### config.mk
export PLATFORM = sky130hd
export DESIGN_NAME = way_ctrl_top
export DESIGN_NICKNAME = d
export VERILOG_FILES = /design/src/rtl/way_ctrl_pkg.sv /design/src/rtl/way_ctrl_rate.sv /design/src/rtl/way_ctrl_table.sv /design/src/rtl/way_ctrl_vbuf.sv /design/src/rtl/way_ctrl_top.sv
export SDC_FILE = /design/constraint.sdc
export NUM_CORES = 1
export LEC_CHECK = 0
export BUFFER_PORTS_ARGS = -buffer_cell sky130_fd_sc_hd__buf_4
export CORE_ASPECT_RATIO = 0.8
export CORE_UTILIZATION = 54
export CTS_CLUSTER_SIZE = 24
export DETAILED_ROUTE_END_ITERATION = 12
export PLACE_DENSITY = 0.76
export SYNTH_ARGS = -nofsm -noshare
export SYNTH_HDL_FRONTEND = slang
export SYNTH_SLANG_ARGS = --single-unit
### constraint.sdc
create_clock -name clk_i -period 3 [get_ports clk_i]
set_input_delay 0.3 -clock clk_i [delete_from_list [all_inputs] [get_ports clk_i]]
set_output_delay 0.3 -clock clk_i [all_outputs]
set_load 0.01 [all_outputs]
### src/rtl/way_ctrl_pkg.sv
`timescale 1ns/1ps
package way_ctrl_pkg;
  typedef enum logic [1:0] {
    ADJ_HOLD = 2'd0,
    ADJ_DOWN = 2'd1,
    ADJ_UP   = 2'd2
  } adj_e;
endpackage

### src/rtl/way_ctrl_rate.sv
`timescale 1ns/1ps
module way_ctrl_rate
  import way_ctrl_pkg::*;
#(
  parameter int CNT_W  = 16,
  parameter int LO_NUM = 1,
  parameter int LO_DEN = 16,
  parameter int HI_NUM = 1,
  parameter int HI_DEN = 4
) (
  input  logic clk_i,
  input  logic rst_ni,
  input  logic access_i,
  input  logic miss_i,
  input  logic boundary_i,
  output adj_e adj_o
);
  localparam int PW = 2 * CNT_W + 1;

  logic [CNT_W-1:0] acc_q, miss_q;
  logic [PW-1:0] m_lo, a_lo, m_hi, a_hi;

  always_ff @(posedge clk_i or negedge rst_ni) begin
    if (!rst_ni) begin
      acc_q  <= '0;
      miss_q <= '0;
    end else if (boundary_i) begin
      acc_q  <= CNT_W'(access_i);
      miss_q <= CNT_W'(miss_i);
    end else begin
      if (access_i && acc_q != '1) acc_q <= acc_q + 1'b1;
      if (miss_i && miss_q != '1)  miss_q <= miss_q + 1'b1;
    end
  end

  // divider-free rate compare
  assign m_lo = PW'(miss_q) * PW'(LO_DEN);
  assign a_lo = PW'(acc_q)  * PW'(LO_NUM);
  assign m_hi = PW'(miss_q) * PW'(HI_DEN);
  assign a_hi = PW'(acc_q)  * PW'(HI_NUM);

  always_comb begin
    if (m_lo < a_lo)      adj_o = ADJ_DOWN;
    else if (m_hi > a_hi) adj_o = ADJ_UP;
    else                  adj_o = ADJ_HOLD;
  end

  assert_counter_restart_R10: assert property (@(posedge clk_i) disable iff (!rst_ni)
    boundary_i && !access_i |=> acc_q == '0);
endmodule

### src/rtl/way_ctrl_table.sv
`timescale 1ns/1ps
module way_ctrl_table
  import way_ctrl_pkg::*;
#(
  parameter int NUM_WAYS = 4,
  parameter int PHASE_W  = 3,
  localparam int CW      = $clog2(NUM_WAYS + 1)
) (
  input  logic               clk_i,
  input  logic               rst_ni,
  input  logic               boundary_i,
  input  logic [PHASE_W-1:0] phase_i,
  input  adj_e               adj_i,
  output logic [CW-1:0]      target_o
);
  localparam int NUM_PH = 1 << PHASE_W;

  logic [CW-1:0]      tab_q [NUM_PH];
  logic [PHASE_W-1:0] cur_q;
  logic               cur_vld_q;
  logic [CW-1:0]      base, refined;

  assign base = tab_q[cur_q];

  always_comb begin
    refined = base;
    if (adj_i == ADJ_DOWN && base > CW'(1))             refined = base - 1'b1;
    else if (adj_i == ADJ_UP && base < CW'(NUM_WAYS))   refined = base + 1'b1;
  end

  assign target_o = (cur_vld_q && phase_i == cur_q) ? refined : tab_q[phase_i];

  always_ff @(posedge clk_i or negedge rst_ni) begin
    if (!rst_ni) begin
      for (int p = 0; p < NUM_PH; p++) tab_q[p] <= CW'(NUM_WAYS);
      cur_q     <= '0;
      cur_vld_q <= 1'b0;
    end else if (boundary_i) begin
      if (cur_vld_q) tab_q[cur_q] <= refined;
      cur_q     <= phase_i;
      cur_vld_q <= 1'b1;
    end
  end

  assert_target_range_R4: assert property (@(posedge clk_i) disable iff (!rst_ni)
    boundary_i |-> (target_o >= CW'(1) && target_o <= CW'(NUM_WAYS)));
  assert_single_step_R3: assert property (@(posedge clk_i) disable iff (!rst_ni)
    boundary_i && cur_vld_q && phase_i == cur_q |=> (tab_q[cur_q] + 1'b1 >= $past(base)) && (tab_q[cur_q] <= $past(base) + 1'b1));
endmodule

### src/rtl/way_ctrl_vbuf.sv
`timescale 1ns/1ps
module way_ctrl_vbuf #(
  parameter int DEPTH  = 4,
  parameter int ADDR_W = 26,
  parameter int DATA_W = 64,
  localparam int IW    = (DEPTH > 1) ? $clog2(DEPTH) : 1
) (
  input  logic              clk_i,
  input  logic              rst_ni,
  input  logic              wr_i,
  input  logic [ADDR_W-1:0] wr_addr_i,
  input  logic [DATA_W-1:0] wr_data_i,
  input  logic              lk_i,
  input  logic [ADDR_W-1:0] lk_addr_i,
  output logic              hit_o,
  output logic [DATA_W-1:0] data_o
);
  logic [DEPTH-1:0]  vld_q;
  logic [ADDR_W-1:0] addr_q [DEPTH];
  logic [DATA_W-1:0] data_q [DEPTH];
  logic [IW-1:0]     wptr_q;
  logic [DEPTH-1:0]  match;
  logic              any_match;
  logic [IW-1:0]     hit_idx;

  for (genvar g = 0; g < DEPTH; g++) begin : g_cmp
    assign match[g] = vld_q[g] && addr_q[g] == lk_addr_i;
  end

  assign any_match = |match;

  always_comb begin
    hit_idx = '0;
    for (int k = DEPTH - 1; k >= 0; k--) if (match[k]) hit_idx = IW'(k);
  end

  always_ff @(posedge clk_i or negedge rst_ni) begin
    if (!rst_ni) begin
      vld_q  <= '0;
      wptr_q <= '0;
      hit_o  <= 1'b0;
      data_o <= '0;
      for (int k = 0; k < DEPTH; k++) begin
        addr_q[k] <= '0;
        data_q[k] <= '0;
      end
    end else begin
      hit_o <= lk_i && any_match;
      if (lk_i && any_match) begin
        data_o         <= data_q[hit_idx];
        vld_q[hit_idx] <= 1'b0;
      end
      // write after lookup so a same-slot write wins
      if (wr_i) begin
        vld_q[wptr_q]  <= 1'b1;
        addr_q[wptr_q] <= wr_addr_i;
        data_q[wptr_q] <= wr_data_i;
        wptr_q         <= (wptr_q == IW'(DEPTH - 1)) ? '0 : wptr_q + 1'b1;
      end
    end
  end

  assert_hit_after_miss_R9: assert property (@(posedge clk_i) disable iff (!rst_ni)
    hit_o |-> $past(lk_i));
  assert_ptr_bound_R8: assert property (@(posedge clk_i) disable iff (!rst_ni)
    wptr_q <= IW'(DEPTH - 1));
endmodule

### src/rtl/way_ctrl_top.sv
`timescale 1ns/1ps
module way_ctrl_top
  import way_ctrl_pkg::*;
#(
  parameter int NUM_WAYS = 4,
  parameter int PHASE_W  = 3,
  parameter int CNT_W    = 16,
  parameter int LO_NUM   = 1,
  parameter int LO_DEN   = 16,
  parameter int HI_NUM   = 1,
  parameter int HI_DEN   = 4,
  parameter int VB_DEPTH = 4,
  parameter int ADDR_W   = 26,
  parameter int DATA_W   = 64
) (
  input  logic               clk_i,
  input  logic               rst_ni,
  input  logic               phase_valid_i,
  input  logic [PHASE_W-1:0] phase_id_i,
  input  logic               access_i,
  input  logic               miss_i,
  input  logic [ADDR_W-1:0]  miss_addr_i,
  input  logic               evict_valid_i,
  input  logic [ADDR_W-1:0]  evict_addr_i,
  input  logic [DATA_W-1:0]  evict_data_i,
  output logic [NUM_WAYS-1:0] way_en_o,
  output logic               vb_hit_o,
  output logic [DATA_W-1:0]  vb_data_o
);
  localparam int CW = $clog2(NUM_WAYS + 1);

  adj_e          adj;
  logic [CW-1:0] target;
  logic [CW-1:0] cnt_q, pend_cnt_q;
  logic          pend_q;

  way_ctrl_rate #(
    .CNT_W(CNT_W), .LO_NUM(LO_NUM), .LO_DEN(LO_DEN), .HI_NUM(HI_NUM), .HI_DEN(HI_DEN)
  ) u_rate (
    .clk_i(clk_i), .rst_ni(rst_ni), .access_i(access_i), .miss_i(miss_i),
    .boundary_i(phase_valid_i), .adj_o(adj)
  );

  way_ctrl_table #(.NUM_WAYS(NUM_WAYS), .PHASE_W(PHASE_W)) u_table (
    .clk_i(clk_i), .rst_ni(rst_ni), .boundary_i(phase_valid_i),
    .phase_i(phase_id_i), .adj_i(adj), .target_o(target)
  );

  way_ctrl_vbuf #(.DEPTH(VB_DEPTH), .ADDR_W(ADDR_W), .DATA_W(DATA_W)) u_vbuf (
    .clk_i(clk_i), .rst_ni(rst_ni),
    .wr_i(evict_valid_i), .wr_addr_i(evict_addr_i), .wr_data_i(evict_data_i),
    .lk_i(miss_i), .lk_addr_i(miss_addr_i),
    .hit_o(vb_hit_o), .data_o(vb_data_o)
  );

  // mask held while a writeback drains
  always_ff @(posedge clk_i or negedge rst_ni) begin
    if (!rst_ni) begin
      cnt_q      <= CW'(NUM_WAYS);
      pend_q     <= 1'b0;
      pend_cnt_q <= CW'(NUM_WAYS);
    end else if (phase_valid_i) begin
      if (evict_valid_i) begin
        pend_q     <= 1'b1;
        pend_cnt_q <= target;
      end else begin
        cnt_q  <= target;
        pend_q <= 1'b0;
      end
    end else if (pend_q && !evict_valid_i) begin
      cnt_q  <= pend_cnt_q;
      pend_q <= 1'b0;
    end
  end

  for (genvar w = 0; w < NUM_WAYS; w++) begin : g_mask
    assign way_en_o[w] = CW'(w) < cnt_q;
  end

  assert_mask_contig_R2: assert property (@(posedge clk_i) disable iff (!rst_ni)
    way_en_o[0] && (((way_en_o + 1'b1) & way_en_o) == '0));
  assert_mask_quiet_R6: assert property (@(posedge clk_i) disable iff (!rst_ni)
    !phase_valid_i && !pend_q |=> $stable(way_en_o));
  assert_mask_hold_R7: assert property (@(posedge clk_i) disable iff (!rst_ni)
    evict_valid_i |=> $stable(way_en_o));
  assert_cnt_range_R3: assert property (@(posedge clk_i) disable iff (!rst_ni)
    cnt_q >= CW'(1) && cnt_q <= CW'(NUM_WAYS));
endmodule

Yosys cells after proc, flatten, opt, wreduce, memory -nomap -nowiden
Index checks and enable logic that the tools add are counted.
- register bits after elaboration: 498
- bits of input ports: 125
- output and inout bits: 69
- word-level logic and storage cells: 135
- add/sub/neg operators: 5
- $lt $le $gt $ge: 18
- eq/ne operators: 11
- multiplexer cells: 44
- bitwise logic cells: 7
- reductions and logical operators: 23
- operators with widths (kind ; count):
    256-bit bitwise mux ; 1
    64-bit two-way mux ; 3
    64-bit binary-select mux with 2-bit select ; 1
    64-bit demux with 2-bit select ; 1
    104-bit bitwise mux ; 1
    26-bit equality test ; 4
    16-bit two-way mux ; 4
    26-bit demux with 2-bit select ; 1
    3-bit two-way mux ; 11
    16-bit by 1-bit adder with 16-bit output (second input constant) ; 2
    16-bit inequality test (second input constant) ; 2
    26-bit two-way mux ; 1
    24-bit bitwise mux ; 1
    20-bit by 16-bit < comparator with 1-bit output ; 1
    3-bit binary-select mux with 3-bit select ; 2
    18-bit by 16-bit greater-than comparator with 1-bit output ; 1
    1-bit logical AND ; 15
    2-bit two-way mux ; 7
    3-bit demux with 3-bit select ; 1
    4-bit greater-or-equal comparator (second input constant) ; 2
    4-bit two-way mux ; 2
    3-bit inverter with 4-bit output ; 2
    3-bit greater-or-equal comparator (second input constant) ; 2
    1-bit by 3-bit < comparator with 1-bit output (first input constant) ; 2
    other kinds (24) ; 38

Longest topological paths before layout
Gate-level depths: netlist of the first run.
- word-level depth: 15
- mapped depth: 11
- gate-level depth less buffers: 9

Modules after synthesis
A second synthesis of the first run with hierarchy kept.
- cell total of the unflattened synthesis: 2212
- area total of the unflattened synthesis: 25674.6 um^2
- modules (own cells, without submodules) (module ; instances ; cells an instance ; area an instance (um^2) ; sequential area each (um^2)):
    way_ctrl_vbuf ; 1 ; 1762 ; 21166.6 ; 10785.3
    way_ctrl_rate ; 1 ; 271 ; 2398.6 ; 800.8
    way_ctrl_table ; 1 ; 149 ; 1760.4 ; 710.7
    way_ctrl_top ; 1 ; 30 ; 349.1 ; 177.7

Worst setup path before layout of the first run
Ideal clock, no wire load.
- path type: reg2reg
- from: register u_table.cur_q[2]
- to: register cnt_q[1]
- library setup time: 66 ps
- data arrival time: 2723 ps
- data required time: 2934 ps
- setup slack: 210 ps
- cell stages (with the launch flop): 9
- buffers on the path: 2
- period minus slack after synthesis: 2790 ps
- cells stage by stage: dfrtp_1 > clkbuf_1 > buf_1 > mux4_2 > mux2_2 > inv_1 > ha_1 > o32ai_1 > o221a_2
- cells in the longest elaborated chain, start to end: 11
- elaborated cells on any way between the ends: 17
- those cells by class: add/sub: 2; order compare: 2; eq/ne: 1; mux: 8; bitwise: 1; reduce/logical: 3
- RTL lines (what ; line ; text):
    from (decl) ; way_ctrl_table.sv:19 ; logic [PHASE_W-1:0] cur_q;
    from (signal assigned) ; way_ctrl_table.sv:40 ; cur_q <= phase_i;
    3-bit inverter with 4-bit output (implied by the code) ; way_ctrl_table.sv:23 ; assign base = tab_q[cur_q];
    3-bit binary-select mux with 3-bit select ; way_ctrl_table.sv:23 ;
    3-bit two-way mux (implied by the code) (2 in a row) ; way_ctrl_table.sv:23 ;
    3-bit < comparator ; way_ctrl_table.sv:28 ; else if (adj_i == ADJ_UP && base < CW'(NUM_WAYS)) refined = base + 1'b1;
    1-bit logical AND ; way_ctrl_table.sv:28 ;
    3-bit two-way mux ; way_ctrl_table.sv:28 ;
    3-bit two-way mux ; way_ctrl_table.sv:27 ; if (adj_i == ADJ_DOWN && base > CW'(1)) refined = base - 1'b1;
    3-bit two-way mux (*) ; way_ctrl_table.sv:31 ; assign target_o = (cur_vld_q && phase_i == cur_q) ? refined : tab_q[phase_i];
    3-bit two-way mux (*) ; way_ctrl_top.sv:63 ; if (evict_valid_i) begin
    3-bit two-way mux (*) ; way_ctrl_top.sv:62 ; end else if (phase_valid_i) begin
    to (signal assigned) ; way_ctrl_top.sv:59 ; cnt_q <= CW'(NUM_WAYS);
    to (signal assigned) ; way_ctrl_top.sv:67 ; cnt_q <= target;
    to (signal assigned) ; way_ctrl_top.sv:71 ; cnt_q <= pend_cnt_q;
    to (decl) ; way_ctrl_top.sv:34 ; logic [CW-1:0] cnt_q, pend_cnt_q;
Mark *: on every way between the ends. The rest lies on a longest branch, timed or not. The select of a mux whose other input is x is not followed.
A chain may end at the register's enable or synchronous reset.

Final worst setup path of the first run
- from: register u_vbuf.addr_q[37] (netlist bit)
- to: register u_vbuf.data_o[31]
- cells in the longest elaborated chain, start to end: 9
- elaborated cells on any way between the ends: 11
- those cells by class: eq/ne: 1; mux: 6; bitwise: 1; reduce/logical: 3
- RTL lines (what ; line ; text):
    from (decl) ; way_ctrl_vbuf.sv:19 ; logic [ADDR_W-1:0] addr_q [DEPTH];
    from (signal, indexed assignment) ; way_ctrl_vbuf.sv:56 ; addr_q[wptr_q] <= wr_addr_i;
    26-bit equality test (*) ; way_ctrl_vbuf.sv:27 ; assign match[g] = vld_q[g] && addr_q[g] == lk_addr_i;
    1-bit logical AND (*) ; way_ctrl_vbuf.sv:27 ;
    2-bit two-way mux (3 in a row) ; way_ctrl_vbuf.sv:34 ; for (int k = DEPTH - 1; k >= 0; k--) if (match[k]) hit_idx = IW'(k);
    2-bit inverter with 3-bit output (implied by the code) ; way_ctrl_vbuf.sv:50 ; data_o <= data_q[hit_idx];
    64-bit binary-select mux with 2-bit select ; way_ctrl_vbuf.sv:50 ;
    64-bit two-way mux (implied by the code) (2 in a row) ; way_ctrl_vbuf.sv:50 ;
    to (signal assigned) ; way_ctrl_vbuf.sv:50 ;
    to (decl) ; way_ctrl_vbuf.sv:16 ; output logic [DATA_W-1:0] data_o
Marks and branches as above.

==> results.md, run 1 <==
- Min Tclk post-route: 2.95 ns
- Slew Limit Fails: 0
- DR vias/cell: 6.02
- Final WL: 62.4 mm
- Clock power frac: 26.8%
- Worst setup EP type: flip-flop
- DR WL/cell: 22.3 µm
- RR Endpoint: u_vbuf.data_o[31]
- Pre-antenna DRT Iters: 5
- NetSw: 7.13 mW
- Switch share: 29.7%
- H-tree Lvls: 2
- RePlAce Congestion: 0.925
- Critical path startpoint: u_vbuf.addr_q[37]
- Worst-skew pair later-pin latency: 0.60 ns
- Final worst-path cycle share: 98.2%
- Critical path class: flip-flop to flip-flop
- Hold Fails Final Rpt: 0
- Placed wire-length estimate: 40.0 mm
- Asr flop ratio synth: 100%
- Worst-case clock skew: 0.0135 ns
- Flops & latches, synth: 498
- Nets: 2,352
- Iter 0 DRT Violations: 1,104
- Chip width: 236 µm
- FMAX: 339 MHz
- Comb power frac: 27.1%
- CP max FO: 22
- Slew headroom: 46.1%
- Port bufs: 193
- Design Power: 24.0 mW
- Highest routed layer: met4
- Syn-to-layout area delta: 21.3%
- Layout cells sized above 1: 34.0%
- Post-Syn Area: 23,700 µm²
- WL met3: 3.19 mm
- Ports: 194
- Seq/Total Area, Yosys: 52.6%
- Via count: 16,823
- Post-synthesis cell type count: 57
- Worst setup SP type: flip-flop
- CTS tree: yes
- RSZ-0062 raised after global routing: false
- Sequential Power Share: 46.2%
- Crit path to: u_vbuf.data_o[31]
- Internal: 16.9 mW
- PD cells: 835 nW/µm²
- Deepest clock path buffer count: 3
- Met2 wire length: 30.3 mm
- Vias in the first global route: 17,912
- Post-synth top flop: dfrtp_1
- DIE AREA: 44,800 µm²
- Post-synth EDFFs: 0
- FF-to-FF setup slack: 0.05 ns
- Avg Inst Size Synth: 12.4 µm²
- Worst Tran Pin Value: 0.805 ns
- Worst r2r path cells: 8
- Gr usage total: 28.2%
- Max-cap violations: 0
- Core Region: 43,200 µm²
- Largest net degree at the start of global routing: 98
- Root buf cell: clkbuf_16
- Global-route wire length before repair: 99.0 mm
- Residual DRC: 0
- Syn_nets: 2,074
- Post-Synthesis Cells: 1,914
- CTS buffer count: 51
- CTS sink count: 498
- Postcts setup bufs: 0
- Clock-pin slew on the worst setup and hold paths: 0.06 ns
- Initial antenna violation count: 2
- RR Startpoint: u_vbuf.addr_q[37]
- Min-delay worst type: input pin to flip-flop
- Synth Warn #: 0
- Final setup violation count: 0
- Core Rows: 68
- Die Ht: 189 µm
- Status: finished, final reports clean
- GRT overflow: 0
- Starting Density: 54.9%
- Req. time, crit path: 3.53 ns
- Max rail drop VDD: 0.589 mV
- Number of routed nets with antenna violations: 0
- Static leakage: 13.0 nW
- M1 wire length: 26.8 mm
- TNS Setup: 0 ns
- Worst EP arrival: 3.48 ns
-- power groups by stage --
| stage | clock network [mW] | logic [mW] | registers [mW] |
|---|---|---|---|
| 3_5_place_dp | 0 | 6.35 | 11.1 |
| 4_1_cts | 6.52 | 6.50 | 11.0 |
| 3_3_place_gp | 0 | 6.07 | 10.9 |
| 5_1_grt | 6.77 | 7.00 | 11.4 |
| 6_report | 6.43 | 6.50 | 11.1 |
| 2_1_floorplan | 0 | 4.68 | 10.6 |
-- stage by stage --
stage	worst slack (ns)	area, µm²	instances	util (%)	hold slack, ns
after floorplan	0.210	23700	1914	-	0.00441
after global placement	0.0111	26100	2606	60.4	0.355
after detailed placement	-0.0359	26100	2606	60.4	0.359
after CTS	0.0795	28700	2788	66.5	0.0297
after global routing	0.00354	28700	2790	66.5	0.0647
final	0.0531	28800	2793	66.5	0.0502
-- logic make-up after synthesis --
| logic type | Yosys count | synth area share, % |
|---|---|---|
| muxes | 404 | 19.5 |
| DFF | 498 | 52.6 |
| buffers and inverters | 142 | 2.51 |
| adders and majority gates | 35 | 1.85 |
| and+or+nand+nor | 434 | 9.69 |
| xor gates and xnor gates | 130 | 4.83 |
| AOI/OAI and AO/OA | 271 | 8.96 |
-- cells in the mapped netlist, types with 5 or more instances --
cell      instances  share of area (%)
a211o_1          65                2.4
a21boi_0         65                2.1
a21o_1            6               0.19
a21oi_1          22               0.46
a22o_1           69                2.5
and2b_1           5               0.16
and3_1            6               0.16
and4_1            9               0.33
buf_1             5              0.079
buf_2            16               0.34
buf_6             5               0.24
clkbuf_1         89                1.4
dfrtp_1         488                 52
dfstp_2          10                1.1
ha_1             35                1.8
inv_1            25               0.40
mux2_2          391                 19
mux2i_1           5               0.21
mux4_2            8               0.76
nand2_1         104                1.6
nand2b_1          5               0.13
nand3_1          81                1.7
nand4_1          48                1.3
nor2_1           45               0.71
nor2b_1          64                1.7
nor3_1           19               0.40
nor4_1           16               0.42
o21ai_0          19               0.40
or3_1             9               0.24
or4_1             7               0.22
xnor2_1          87                3.2
xor2_1           42                1.6
-- sequential cells by signal (all words and copies together) (netlist names) --
name               count
pend_cnt_q             3
u_vbuf.data_o         64
u_table.cur_vld_q      1
u_table.cur_q          3
u_vbuf.vld_q           4
u_table.tab_q         24
u_rate.miss_q         16
pend_q                 1
u_rate.acc_q          16
u_vbuf.data_q        256
u_vbuf.hit_o           1
u_vbuf.addr_q        104
cnt_q                  3
u_vbuf.wptr_q          2
-- worst min-delay path by stage --
stage | from | endpoint | slack (ns) | cells after the start
finish | phase_id_i[1] | u_table.cur_q[1] | 0.05 | 2
global route | phase_id_i[1] | u_table.cur_q[1] | 0.06 | 2
CTS | phase_id_i[1] | u_table.cur_q[1] | 0.03 | 2
detailed placement | rst_ni | u_vbuf.addr_q[94] | 0.36 | 1
global placement | rst_ni | u_vbuf.addr_q[94] | 0.35 | 1
floorplan | rst_ni | cnt_q[0] | 0.004 | 0
-- area by class of cell --
class	count	area, µm²
diodes	5	12.5
clock buffers	69	1420
clock inverters	20	263
fillers	3128	14500
inverters	25	93.8
multi-input cells	1274	10700
flip-flops and latches	498	12500
well taps	560	701
repair buffers	342	3070
-- worst max-delay path: stages, from the launching register on --
cell	delay, ns
dfrtp_1	0.40
xnor2_1	0.36
nand4_1	0.16
nor4_1	0.39
and4_1	0.42
nor3b_2	0.37
buf_4	0.39
a22o_1	0.23
a211o_1	0.15
-- cell usage in the layout (no fill, tap or decap), drive strengths merged, types with 4 or more instances in the layout --
master       instances
a211o               65
a21boi              65
a21o                 6
a21oi               22
a22o                69
and2b                5
and3                 6
and4                 9
buf                249
bufinv               5
clkbuf              69
clkinv              12
dfrtp              488
dfstp               10
diode                5
dlygate4sd3         93
ha                  35
inv                 25
mux2               391
mux2i                5
mux4                 8
nand2              104
nand2b               5
nand3               81
nand3b               4
nand4               48
nor2                45
nor2b               64
nor3                19
nor4                17
o21a                 4
o21ai               19
or2                  4
or3                  9
or4                  7
xnor2               88
xor2                42
-- layer usage --
layer / vias up / GRT usage [%]
met4: 0 / 10.6
li1: 7489 / -
met5: - / 0
met2: 513 / 47.8
met1: 8677 / 36.7
met3: 144 / 4.52
-- timing repair --
action	4_1_cts	5_1_grt
setup endpoints to repair	9	44
hold buffers	93	0
pin swaps	0	1
hold endpoints to repair	434	0
gates resized for setup	1	2
Power figures use the tool's default switching activity.
==> run 2, diff against run 1 <==
--- a/config.mk
+++ b/config.mk
@@ -6,8 +6,10 @@
 export NUM_CORES = 1
 export LEC_CHECK = 0
 export BUFFER_PORTS_ARGS = -buffer_cell sky130_fd_sc_hd__buf_4
+export CELL_PAD_IN_SITES_DETAIL_PLACEMENT = 1
+export CELL_PAD_IN_SITES_GLOBAL_PLACEMENT = 1
 export CORE_ASPECT_RATIO = 0.8
-export CORE_UTILIZATION = 54
+export CORE_UTILIZATION = 44
 export CTS_CLUSTER_SIZE = 24
 export DETAILED_ROUTE_END_ITERATION = 12
 export PLACE_DENSITY = 0.76
==> results.md, run 2 (synthesis results as in run 1) <==
- Number of routed nets with antenna violations: 0 (unchanged)
- Worst setup SP type: flip-flop
- Worst-skew pair later-pin latency: 0.60 ns (about the same)
- Deepest clock path buffer count: 3 (unchanged)
- Chip width: 262 µm (+11%)
- CTS sink count: 498 (unchanged)
- Sequential Power Share: 45.7% (-0.5 points)
- Leading cell type in the layout, fill and taps excluded: dfrtp_1
- Clock power frac: 26.8% (about the same)
- Slew Limit Fails: 0 (unchanged)
- Global-route wire length before repair: 111 mm (+12%)
- Worst EP arrival: 3.40 ns (-0.08 ns)
- Placed wire-length estimate: 44.8 mm (+12%)
- Crit-path slowest cell: xnor2_1
- Final WL: 70.0 mm (+12%)
- PD cells: 843 nW/µm² (+0.95%)
- Gr busiest metal: met2
- CTS buffer count: 52 (+2.0%)
- Port bufs: 193 (unchanged)
- Met3 Track Usage GR: 3.06% (-1.5 points)
- Initial antenna violation count: 2 (unchanged)
- NetSw: 7.43 mW (+4.3%)
- Top flop regs: u_vbuf.data_q (256), u_vbuf.addr_q (104), u_vbuf.data_o (64)
- DR WL/cell: 23.9 µm (+7.1%)
- Worst Tran Pin Value: 0.760 ns (-0.0453 ns)
- Status: finished, final reports clean
- Static leakage: 13.1 nW (+0.53%)
- DIE AREA: 54,800 µm² (+22%)
- Vias in the first global route: 18,783 (+4.9%)
- Root buf cell: clkbuf_16
- Critical path class: flip-flop to flip-flop
- Largest net degree at the start of global routing: 77 (-21%)
- Gr usage total: 26.1% (-2.1 points)
- Critical-path cell list: xnor2_1 -> nand4_1 -> or4_1 -> nor4_1 -> o41a_2 -> buf_12 -> buf_4 -> nor2b_1 -> a211o_1
- Layout cells sized above 1: 34.2% (+0.22 points)
- Comb power frac: 27.5% (+0.4 points)
- Internal: 17.0 mW (+0.77%)
- Via count: 16,837 (+0.083%)
- Clock-pin slew on the worst setup and hold paths: 0.06 ns (about the same)
- Final setup violation count: 0 (unchanged)
- Max-cap violations: 0 (unchanged)
- Req. time, crit path: 3.48 ns (-0.05 ns)
- Number of fill cells: 5,333 (+70%)
- Min-delay worst type: input pin to flip-flop
- Met1 usage: 35.8% (-0.84 points)
- Worst-case clock skew: 0.0152 ns (+0.00172 ns)
- RR Startpoint: u_vbuf.addr_q[18]
- Residual DRC: 0 (unchanged)
- Starting Density: 44.9% (-10 points)
- Critical path startpoint: u_vbuf.addr_q[18]
- Most frequent cells in the layout: dfrtp_1 (488), mux2_2 (391), buf_4 (230)
- DR vias/cell: 5.75 (-4.5%)
- TNS Setup: 0 ns (unchanged)
- Slew headroom: 49.4% (+3.3 points)
- Syn-to-layout area delta: 22.3%
- Iter 0 DRT Violations: 985 (-11%)
- CTS tree: yes
- Die Ht: 210 µm (+11%)
- Crit path buffers/inverters: 2 (+1)
- Hold Fails Final Rpt: 0 (unchanged)
- H-tree Lvls: 2 (unchanged)
- CP max FO: 24 (+9.1%)
- RSZ-0062 raised after global routing: false
- Core Region: 52,800 µm² (+22%)
- Ports: 194 (unchanged)
- Post-Route Utilization: 54.9% (-12 points)
- Worst setup EP type: flip-flop
- HP Start: phase_id_i[1]
- RePlAce Congestion: 0.928 (+0.34%)
- Core Rows: 75 (+10%)
- CP top delay family: simple AND/OR/NAND/NOR gates
- Nets: 2,358 (+0.26%)
- Largest register FFs: 256 (unchanged)
- Met2 usage: 43.4% (-4.4 points)
- Largest stage delay on the critical path: 0.48 ns (+0.06 ns)
- Min Tclk post-route: 2.92 ns (-0.0294 ns)
- Register with the highest flop count: u_vbuf.data_q
- Pre-antenna DRT Iters: 5 (unchanged)
- Max rail drop VDD: 0.460 mV (-22%)
- GRT overflow: 0 (unchanged)
- Final worst-path cycle share: 97.3% (-0.98 points)
- Switch share: 30.4% (+0.72 points)
- FMAX: 343 MHz (+1.0%)
-- run 2: layer usage --
metal  routed length [µm]  share of wire (%)
met1                31700                 45
met2                33900                 48
met3                 2700                3.9
met4                 1660                2.4
met5                   13              0.019
-- run 2: power groups by stage --
stage               logic (mW)  registers (mW)  clock network [mW]
CTS                       6.71            11.1                6.72
global placement          6.25            11.0                   0
finish                    6.73            11.2                6.55
global route              7.20            11.5                6.95
floorplan                 4.68            10.6                   0
detailed placement        6.55            11.2                   0
-- run 2: per-stage QoR --
stage	hold WS (ns)	total power [mW]	cells	area, µm²	setup WS [ns]
finish	0.0707	24.4	2928	29000	0.0824
global route	0.0702	25.6	2928	29000	0.0123
CTS	0.0317	24.6	2926	29000	0.0852
detailed placement	0.357	17.7	2743	26300	0.0676
global placement	0.342	17.2	2743	26300	0.138
floorplan	0.00441	15.3	1914	23700	0.210
-- run 2: worst paths after layout --
| path | endpoint | slack, ns | depth (start not counted) |
|---|---|---|---|
| worst max register to register | u_vbuf.data_o[1] | 0.08 | 9 |
| max in group asynchronous | u_vbuf.data_q[156] | 1.74 | 4 |
| worst max-delay path | u_vbuf.data_o[1] | 0.08 | 9 |
| worst min-delay path | u_table.cur_q[1] | 0.07 | 2 |
| min in group asynchronous | u_table.tab_q[16] | 0.29 | 2 |
| worst min register to register | u_vbuf.data_q[246] | 0.50 | 1 |
-- run 2: cell type report --
| class | count | area, µm² | share of cell area, % |
|---|---|---|---|
| clock inverters | 10 | 115 | 0.397 |
| diodes | 1 | 2.50 | 0.00863 |
| repair buffers | 347 | 3130 | 10.8 |
| well taps | 693 | 867 | 2.99 |
| clock buffers | 80 | 1610 | 5.55 |
| flip-flops and latches | 498 | 12500 | 43.0 |
| inverters | 25 | 93.8 | 0.324 |
| multi-input cells | 1274 | 10700 | 36.9 |
-- run 2: timing repair --
action                                  in CTS  in global routing
endpoints found under the setup margin       0                 17
setup buffers                                0                  1
hold buffers                                93                  0
resized for setup                            0                  6
endpoints found under the hold margin      421                  0
-- run 2: worst reg2reg max path: stages, from the launching register on --
cell and delay, ns:
dfrtp_1 0.39, xnor2_1 0.48, nand4_1 0.26, or4_1 0.45, nor4_1 0.30, o41a_2 0.26, buf_12 0.23, buf_4 0.16
nor2b_1 0.05, a211o_1 0.23
